[src/rtl/sdma2d_pkg.sv]
package sdma2d_pkg;

    localparam int ADDR_W = 32;
    localparam int CNT_W  = 16;
    localparam int EIDX_W = 16;
    localparam int FIDX_W = 32;
    localparam int DATA_W = 32;
    localparam int RA_W   = 3;

    // register offsets
    localparam logic [RA_W-1:0] RA_CHAN  = 3'd0;
    localparam logic [RA_W-1:0] RA_IRQ   = 3'd1;
    localparam logic [RA_W-1:0] RA_TOP   = 3'd2;
    localparam logic [RA_W-1:0] RA_ECNT  = 3'd3;
    localparam logic [RA_W-1:0] RA_FCNT  = 3'd4;
    localparam logic [RA_W-1:0] RA_EIDX  = 3'd5;
    localparam logic [RA_W-1:0] RA_FIDX  = 3'd6;
    localparam logic [RA_W-1:0] RA_DTYPE = 3'd7;

    // channel register bit positions
    localparam int CB_EN      = 7;
    localparam int CB_REP_LO  = 8;
    localparam int CB_EOP     = 11;
    localparam int CB_MODE_LO = 12;
    // interrupt register bit positions
    localparam int IB_IEN  = 1;
    localparam int IB_STAT = 3;

    localparam logic [1:0] MODE_DBL = 2'b11;
    localparam logic [1:0] REP_ON   = 2'b11;

    typedef enum logic [1:0] {
        DT_B8  = 2'd0,
        DT_B16 = 2'd1,
        DT_B32 = 2'd2,
        DT_RSV = 2'd3
    } dtype_e;

    typedef struct packed {
        logic [ADDR_W-1:0]        top;
        logic [CNT_W-1:0]         ecnt;
        logic [CNT_W-1:0]         fcnt;
        logic signed [EIDX_W-1:0] eidx;
        logic signed [FIDX_W-1:0] fidx;
        dtype_e                   dt;
    } xfer_set_t;

    function automatic logic [ADDR_W-1:0] elem_bytes(input dtype_e dt);
        case (dt)
            DT_B8:   return ADDR_W'(1);
            DT_B16:  return ADDR_W'(2);
            default: return ADDR_W'(4);
        endcase
    endfunction

    function automatic logic [ADDR_W-1:0] stride(input dtype_e dt, input logic dbl,
                                                 input logic [ADDR_W-1:0] idx);
        if (dbl)
            return elem_bytes(dt) + idx - ADDR_W'(1);
        return elem_bytes(dt);
    endfunction

endpackage

[src/rtl/sdma2d_regs.sv]
module sdma2d_regs
    import sdma2d_pkg::*;
(
    input  logic              clk,
    input  logic              rst,
    input  logic              wr_en,
    input  logic [RA_W-1:0]   wr_addr,
    input  logic [DATA_W-1:0] wr_data,
    input  logic [RA_W-1:0]   rd_addr,
    output logic [DATA_W-1:0] rd_data,
    input  logic              blk_done,
    output logic              run,
    output logic              dbl_mode,
    output logic              rep_on,
    output logic              start_p,
    output logic              ep_p,
    output logic              irq_en,
    output logic              stat,
    output logic              irq,
    output xfer_set_t         prog
);

    logic       en_q;
    logic [1:0] rep_q;
    logic [1:0] mode_q;
    logic       ien_q;
    logic       stat_q;
    xfer_set_t  prog_q;
    logic       chan_wr;
    logic       irq_wr;

    assign chan_wr  = wr_en && (wr_addr == RA_CHAN);
    assign irq_wr   = wr_en && (wr_addr == RA_IRQ);
    assign start_p  = chan_wr && wr_data[CB_EN] && !en_q;
    assign ep_p     = chan_wr && wr_data[CB_EOP];
    assign run      = en_q;
    assign dbl_mode = (mode_q == MODE_DBL);
    assign rep_on   = (rep_q == REP_ON);
    assign irq_en   = ien_q;
    assign stat     = stat_q;
    assign irq      = stat_q && ien_q;
    assign prog     = prog_q;

    always_ff @(posedge clk) begin
        if (rst) begin
            en_q   <= 1'b0;
            rep_q  <= 2'b00;
            mode_q <= 2'b00;
            ien_q  <= 1'b0;
            stat_q <= 1'b0;
            prog_q <= '0;
        end else begin
            // a finished single block drops the enable; a write in the same cycle wins
            if (blk_done && !rep_on)
                en_q <= 1'b0;
            if (chan_wr) begin
                en_q   <= wr_data[CB_EN];
                rep_q  <= wr_data[CB_REP_LO +: 2];
                mode_q <= wr_data[CB_MODE_LO +: 2];
            end
            if (irq_wr)
                ien_q <= wr_data[IB_IEN];
            // status: set beats clear
            if (blk_done)
                stat_q <= 1'b1;
            else if (irq_wr && wr_data[IB_STAT])
                stat_q <= 1'b0;
            if (wr_en) begin
                case (wr_addr)
                    RA_TOP:   prog_q.top  <= wr_data[ADDR_W-1:0];
                    RA_ECNT:  prog_q.ecnt <= wr_data[CNT_W-1:0];
                    RA_FCNT:  prog_q.fcnt <= wr_data[CNT_W-1:0];
                    RA_EIDX:  prog_q.eidx <= wr_data[EIDX_W-1:0];
                    RA_FIDX:  prog_q.fidx <= wr_data[FIDX_W-1:0];
                    RA_DTYPE: prog_q.dt   <= dtype_e'(wr_data[1:0]);
                    default: ;
                endcase
            end
        end
    end

    always_comb begin
        rd_data = '0;
        case (rd_addr)
            RA_CHAN: begin
                rd_data[CB_EN]              = en_q;
                rd_data[CB_REP_LO +: 2]     = rep_q;
                rd_data[CB_MODE_LO +: 2]    = mode_q;
            end
            RA_IRQ: begin
                rd_data[IB_IEN]  = ien_q;
                rd_data[IB_STAT] = stat_q;
            end
            RA_TOP:   rd_data = DATA_W'(prog_q.top);
            RA_ECNT:  rd_data = DATA_W'(prog_q.ecnt);
            RA_FCNT:  rd_data = DATA_W'(prog_q.fcnt);
            RA_EIDX:  rd_data = DATA_W'($unsigned(prog_q.eidx));
            RA_FIDX:  rd_data = DATA_W'($unsigned(prog_q.fidx));
            RA_DTYPE: rd_data = DATA_W'(prog_q.dt);
            default: ;
        endcase
    end

endmodule

[src/rtl/sdma2d_addr_gen.sv]
module sdma2d_addr_gen
    import sdma2d_pkg::*;
(
    input  logic              clk,
    input  logic              rst,
    input  logic              run,
    input  logic              start_p,
    input  logic              ep_p,
    input  logic              dbl_mode,
    input  xfer_set_t         prog,
    input  logic              src_ready,
    output logic [ADDR_W-1:0] src_addr,
    output logic              blk_done
);

    xfer_set_t                act_q;
    logic                     pend_q;
    logic [ADDR_W-1:0]        addr_q;
    logic [CNT_W-1:0]         ecnt_q;
    logic [CNT_W-1:0]         fcnt_q;
    logic                     load_now;
    logic                     acc;
    logic                     last_e;
    logic                     last_f;
    logic signed [ADDR_W-1:0] e_ext;
    logic signed [ADDR_W-1:0] f_ext;
    logic [ADDR_W-1:0]        step_e;
    logic [ADDR_W-1:0]        step_f;
    logic [ADDR_W-1:0]        restart;

    assign load_now = ep_p && !run;
    assign acc      = run && src_ready;
    assign last_e   = (ecnt_q == act_q.ecnt - CNT_W'(1));
    assign last_f   = (fcnt_q == act_q.fcnt - CNT_W'(1));
    assign blk_done = acc && last_e && last_f;
    assign e_ext    = ADDR_W'(act_q.eidx);
    assign f_ext    = ADDR_W'(act_q.fidx);
    assign step_e   = stride(act_q.dt, dbl_mode, e_ext);
    assign step_f   = stride(act_q.dt, dbl_mode, f_ext);
    assign restart  = pend_q ? prog.top : act_q.top;
    assign src_addr = addr_q;

    // active set and deferred commit
    always_ff @(posedge clk) begin
        if (rst) begin
            act_q  <= '0;
            pend_q <= 1'b0;
        end else begin
            if (load_now) begin
                act_q  <= prog;
                pend_q <= 1'b0;
            end else if (blk_done && pend_q) begin
                act_q  <= prog;
                pend_q <= 1'b0;
            end
            if (ep_p && run)
                pend_q <= 1'b1;
        end
    end

    // address walker
    always_ff @(posedge clk) begin
        if (rst) begin
            addr_q <= '0;
            ecnt_q <= '0;
            fcnt_q <= '0;
        end else if (start_p) begin
            addr_q <= load_now ? prog.top : act_q.top;
            ecnt_q <= '0;
            fcnt_q <= '0;
        end else if (acc) begin
            if (last_e) begin
                ecnt_q <= '0;
                if (last_f) begin
                    addr_q <= restart;
                    fcnt_q <= '0;
                end else begin
                    addr_q <= addr_q + step_f;
                    fcnt_q <= fcnt_q + CNT_W'(1);
                end
            end else begin
                addr_q <= addr_q + step_e;
                ecnt_q <= ecnt_q + CNT_W'(1);
            end
        end
    end

endmodule

[src/rtl/sdma2d_seq.sv]
module sdma2d_seq
    import sdma2d_pkg::*;
(
    input  logic              clk,
    input  logic              rst,
    input  logic              reg_wr_en,
    input  logic [RA_W-1:0]   reg_wr_addr,
    input  logic [DATA_W-1:0] reg_wr_data,
    input  logic [RA_W-1:0]   reg_rd_addr,
    output logic [DATA_W-1:0] reg_rd_data,
    output logic              src_valid,
    output logic [ADDR_W-1:0] src_addr,
    input  logic              src_ready,
    output logic              busy,
    output logic              irq
);

    logic      run_w;
    logic      dbl_w;
    logic      rep_on_w;
    logic      start_w;
    logic      ep_w;
    logic      irq_en_w;
    logic      stat_w;
    logic      blk_done_w;
    xfer_set_t prog_w;

    sdma2d_regs u_regs (
        .clk      (clk),
        .rst      (rst),
        .wr_en    (reg_wr_en),
        .wr_addr  (reg_wr_addr),
        .wr_data  (reg_wr_data),
        .rd_addr  (reg_rd_addr),
        .rd_data  (reg_rd_data),
        .blk_done (blk_done_w),
        .run      (run_w),
        .dbl_mode (dbl_w),
        .rep_on   (rep_on_w),
        .start_p  (start_w),
        .ep_p     (ep_w),
        .irq_en   (irq_en_w),
        .stat     (stat_w),
        .irq      (irq),
        .prog     (prog_w)
    );

    sdma2d_addr_gen u_gen (
        .clk       (clk),
        .rst       (rst),
        .run       (run_w),
        .start_p   (start_w),
        .ep_p      (ep_w),
        .dbl_mode  (dbl_w),
        .prog      (prog_w),
        .src_ready (src_ready),
        .src_addr  (src_addr),
        .blk_done  (blk_done_w)
    );

    assign src_valid = run_w;
    assign busy      = run_w;

endmodule

[config.mk]
export PLATFORM = sky130hd
export DESIGN_NAME = sdma2d_seq
export DESIGN_NICKNAME = d
export VERILOG_FILES = /design/src/rtl/sdma2d_pkg.sv /design/src/rtl/sdma2d_regs.sv /design/src/rtl/sdma2d_addr_gen.sv /design/src/rtl/sdma2d_seq.sv
export SDC_FILE = /design/constraint.sdc
export NUM_CORES = 1
export LEC_CHECK = 0
export BUFFER_PORTS_ARGS = -buffer_cell sky130_fd_sc_hd__buf_2
export CAP_MARGIN = 20
export CORE_ASPECT_RATIO = 0.8
export CORE_MARGIN = 2
export CORE_UTILIZATION = 35
export CTS_CLUSTER_DIAMETER = 100
export DETAILED_ROUTE_END_ITERATION = 7
export PLACE_DENSITY_LB_ADDON = 0.1
export SLEW_MARGIN = 20
export SYNTH_ARGS = -nofsm -noshare
export SYNTH_HDL_FRONTEND = slang
export SYNTH_HIERARCHICAL = 1
export SYNTH_SLANG_ARGS = --single-unit
[constraint.sdc]
create_clock -name clk -period 13.3 [get_ports clk]
set_input_delay 2.66 -clock clk [delete_from_list [all_inputs] [get_ports clk]]
set_output_delay 2.66 -clock clk [all_outputs]
set_load 0.005 [all_outputs]
==> metrics.md <==
| Metric | Value |
|---|---|
| GRT met1 Usage | 0.379 |
| # hold bufs at CTS | 0 |
| Max cap viols | 0 |
| Nets | 2,839 |
| GRT Overall Usage | 0.242 |
| Routing usage on met2 | 0.336 |
| CP required | 10.64 ns |
| Skew final | 0.0233 ns |
| Layout area overhead | 11.6% |
| Post-cts sizing count | 0 |
| Initial antenna violation count | 2 |
| Pwr per Cell Area | 96.1 nW/um^2 |
| Worst EP arrival | 4.59 ns |
| Startpoint types | input port |
| Critical path peak fanout | 37 |
| TritonCTS clock tree | done |
| Largest net degree at the start of global routing | 76 |
| Final setup viols | 0 |
| H-Tree Depth | 2 |
| CTS buffer count | 38 |
| Crit path cell chain | buf_2, nand2b_1, nor2_1, a221o_1, buf_2 |
| Syn_nets | 2,820 |
| Lkg Pwr | 0.00848 uW |
| Top cell by count, worst path | buf_2 |
| Mapped cell area | 20,000 um^2 |
| ANT nets after route | 0 |
| Root buf cell | clkbuf_16 |
| Critical setup path kind | in2out |
| GRT busiest layer | met1 |
| CP peak stage delay | 0.62 ns |
| Fraction of layout cells with a size suffix above 1 | 0.0958 |
| Clock latency at the later pin of the worst-skew pair | 0.58 ns |
| Placer Congestion | 0.914 |
| Final wirelength | 73.6 mm |
| Die Wd | 271 um |
| Period minus WS final | 7.25 ns |
| Worst-Margin Slew | 1.14 ns |
| Status | complete, no violations |
| Placement-stage worst setup slack | 6.03 ns |
| Vias in the first global route | 17,300 |
| Drt pass-1 iters | 7 |
| Core Area | 56,500 um^2 |
| CTS Sinks | 300 |
| Clock slew seen by the registers of the worst setup and hold paths | 0.06 ns |
| Wirelength per Cell | 21.2 um |
| # port buffers | 108 |
| First-pass GRT wire length | 110 mm |
| Final worst path period share | 0.545 |
| Delay-heaviest family, CP | simple AND/OR/NAND/NOR gates |
| Syn Area/Cell | 7.51 um^2 |
| Syn. warnings | 6 |
| Clock Tree Buf Depth | 3 |
| Fill count | 5,821 |
| Final count of hold timing violations | 0 |
| Total number of vias | 19,100 |
| # rows | 78 |
| Relative slew slack | 0.235 |
| I/O Pins | 109 |
| Post-detail-place hpwl | 54.3 mm |
| DRC viols | 0 |
| HP Class | reg2reg |
| Worst setup margin | 6.05 ns |
| Max VDD drop | 95.6 uV |
| GR Layer Usage met3 | 0.0394 |
| CP Buf/Inv Count | 2 |
| Setup total negative slack | 0 ns |
| Hold Slack | 0.456 ns |
| Die H | 218 um |
| Vias/cell | 5.51 |
| Postcts setup bufs | 0 |
| Grt ovf | 0 |
| Gate Count Post-Synth | 2,656 |
| Crit end category | output port |
| Fmax | 138 MHz |
| Iter 0 DRT Violations | 1,598 |
| Unrepaired setup endpoints after global routing | false |
| Initial core utilization | 0.353 |
| Max-slew violations | 0 |
| Die footprint | 58,900 um^2 |
| Worst R2R Setup Slack | 6.43 ns |
| Worst path slowest cell | nand2b_1 |
==> layout by cell type (no fill, tap or decap), types with 24 or more instances in the layout <==
master	count
nand2_1	600
a21oi_1	348
dfxtp_1	299
nor2_1	171
ha_1	117
buf_2	107
inv_1	95
xnor2_1	84
o21ai_0	76
mux2i_1	73
xor2_1	57
a21o_1	50
clkbuf_16	38
nor3_1	36
nand3_1	33
a211oi_1	30
mux2_2	27
a31oi_1	26
buf_4	24
==> stage by stage <==
stage / utilization / cell area (um^2) / cells / total power, uW
final: 0.394 / 22300 / 3466 / 2140
after global routing: 0.394 / 22300 / 3464 / 2210
after CTS: 0.394 / 22300 / 3464 / 2160
after detailed placement: 0.371 / 20900 / 3395 / 1070
after global placement: 0.371 / 20900 / 3395 / 1070
after floorplan: - / 20000 / 2656 / 1020
==> metal layers <==
layer / wire length, um / up-vias
met1: 38400 / 9102
met2: 28900 / 553
met3: 4880 / 83
met5: 0 / -
met4: 1460 / 0
li1: - / 9360
==> state kept, by name, indices dropped and copies added, names as in the netlist, 2 cells and up <==
name,flops
u_gen/act_q,82
u_gen/ecnt_q,16
u_gen/f_ext,32
u_gen/fcnt_q,16
u_gen/src_addr,32
u_regs/mode_q,2
u_regs/prog,114
u_regs/rep_q,2
==> worst min-delay path: stages, from the launching register on <==
cell	delay, ns
dfxtp_1	0.31
nand2_1	0.05
a21oi_1	0.05
==> layout make-up <==
class,instances,area (um^2),area share
Antenna cell,2,5.00,0.000225
Clock buffer,51,1090,0.0489
Clock inverter,18,224,0.0101
Inverter,97,364,0.0164
Multi-Input combinational cell,2106,12900,0.579
Sequential cell,300,6010,0.270
Tap cell,760,951,0.0427
Timing Repair Buffer,132,729,0.0328
==> power breakdown <==
group | internal (uW) | leakage [uW] | switching, uW
combinational | 39.5 | 0.00542 | 81.4
sequential | 909 | 0.00242 | 19.0
clock | 642 | 0.000642 | 449
total | 1590 | 0.00848 | 550
==> path summary, 6_finish.rpt <==
path,endpoint,startpoint,cells past startpoint
setup / recovery,reg_rd_data[11],reg_rd_addr[0],5
setup reg to reg,u_gen/src_addr[30],u_gen/act_q[1],28
hold / removal,u_gen/act_q[35],u_gen/act_q[35],2
hold reg to reg,u_gen/act_q[35],u_gen/act_q[35],2
(Power assumes the default switching activity.)
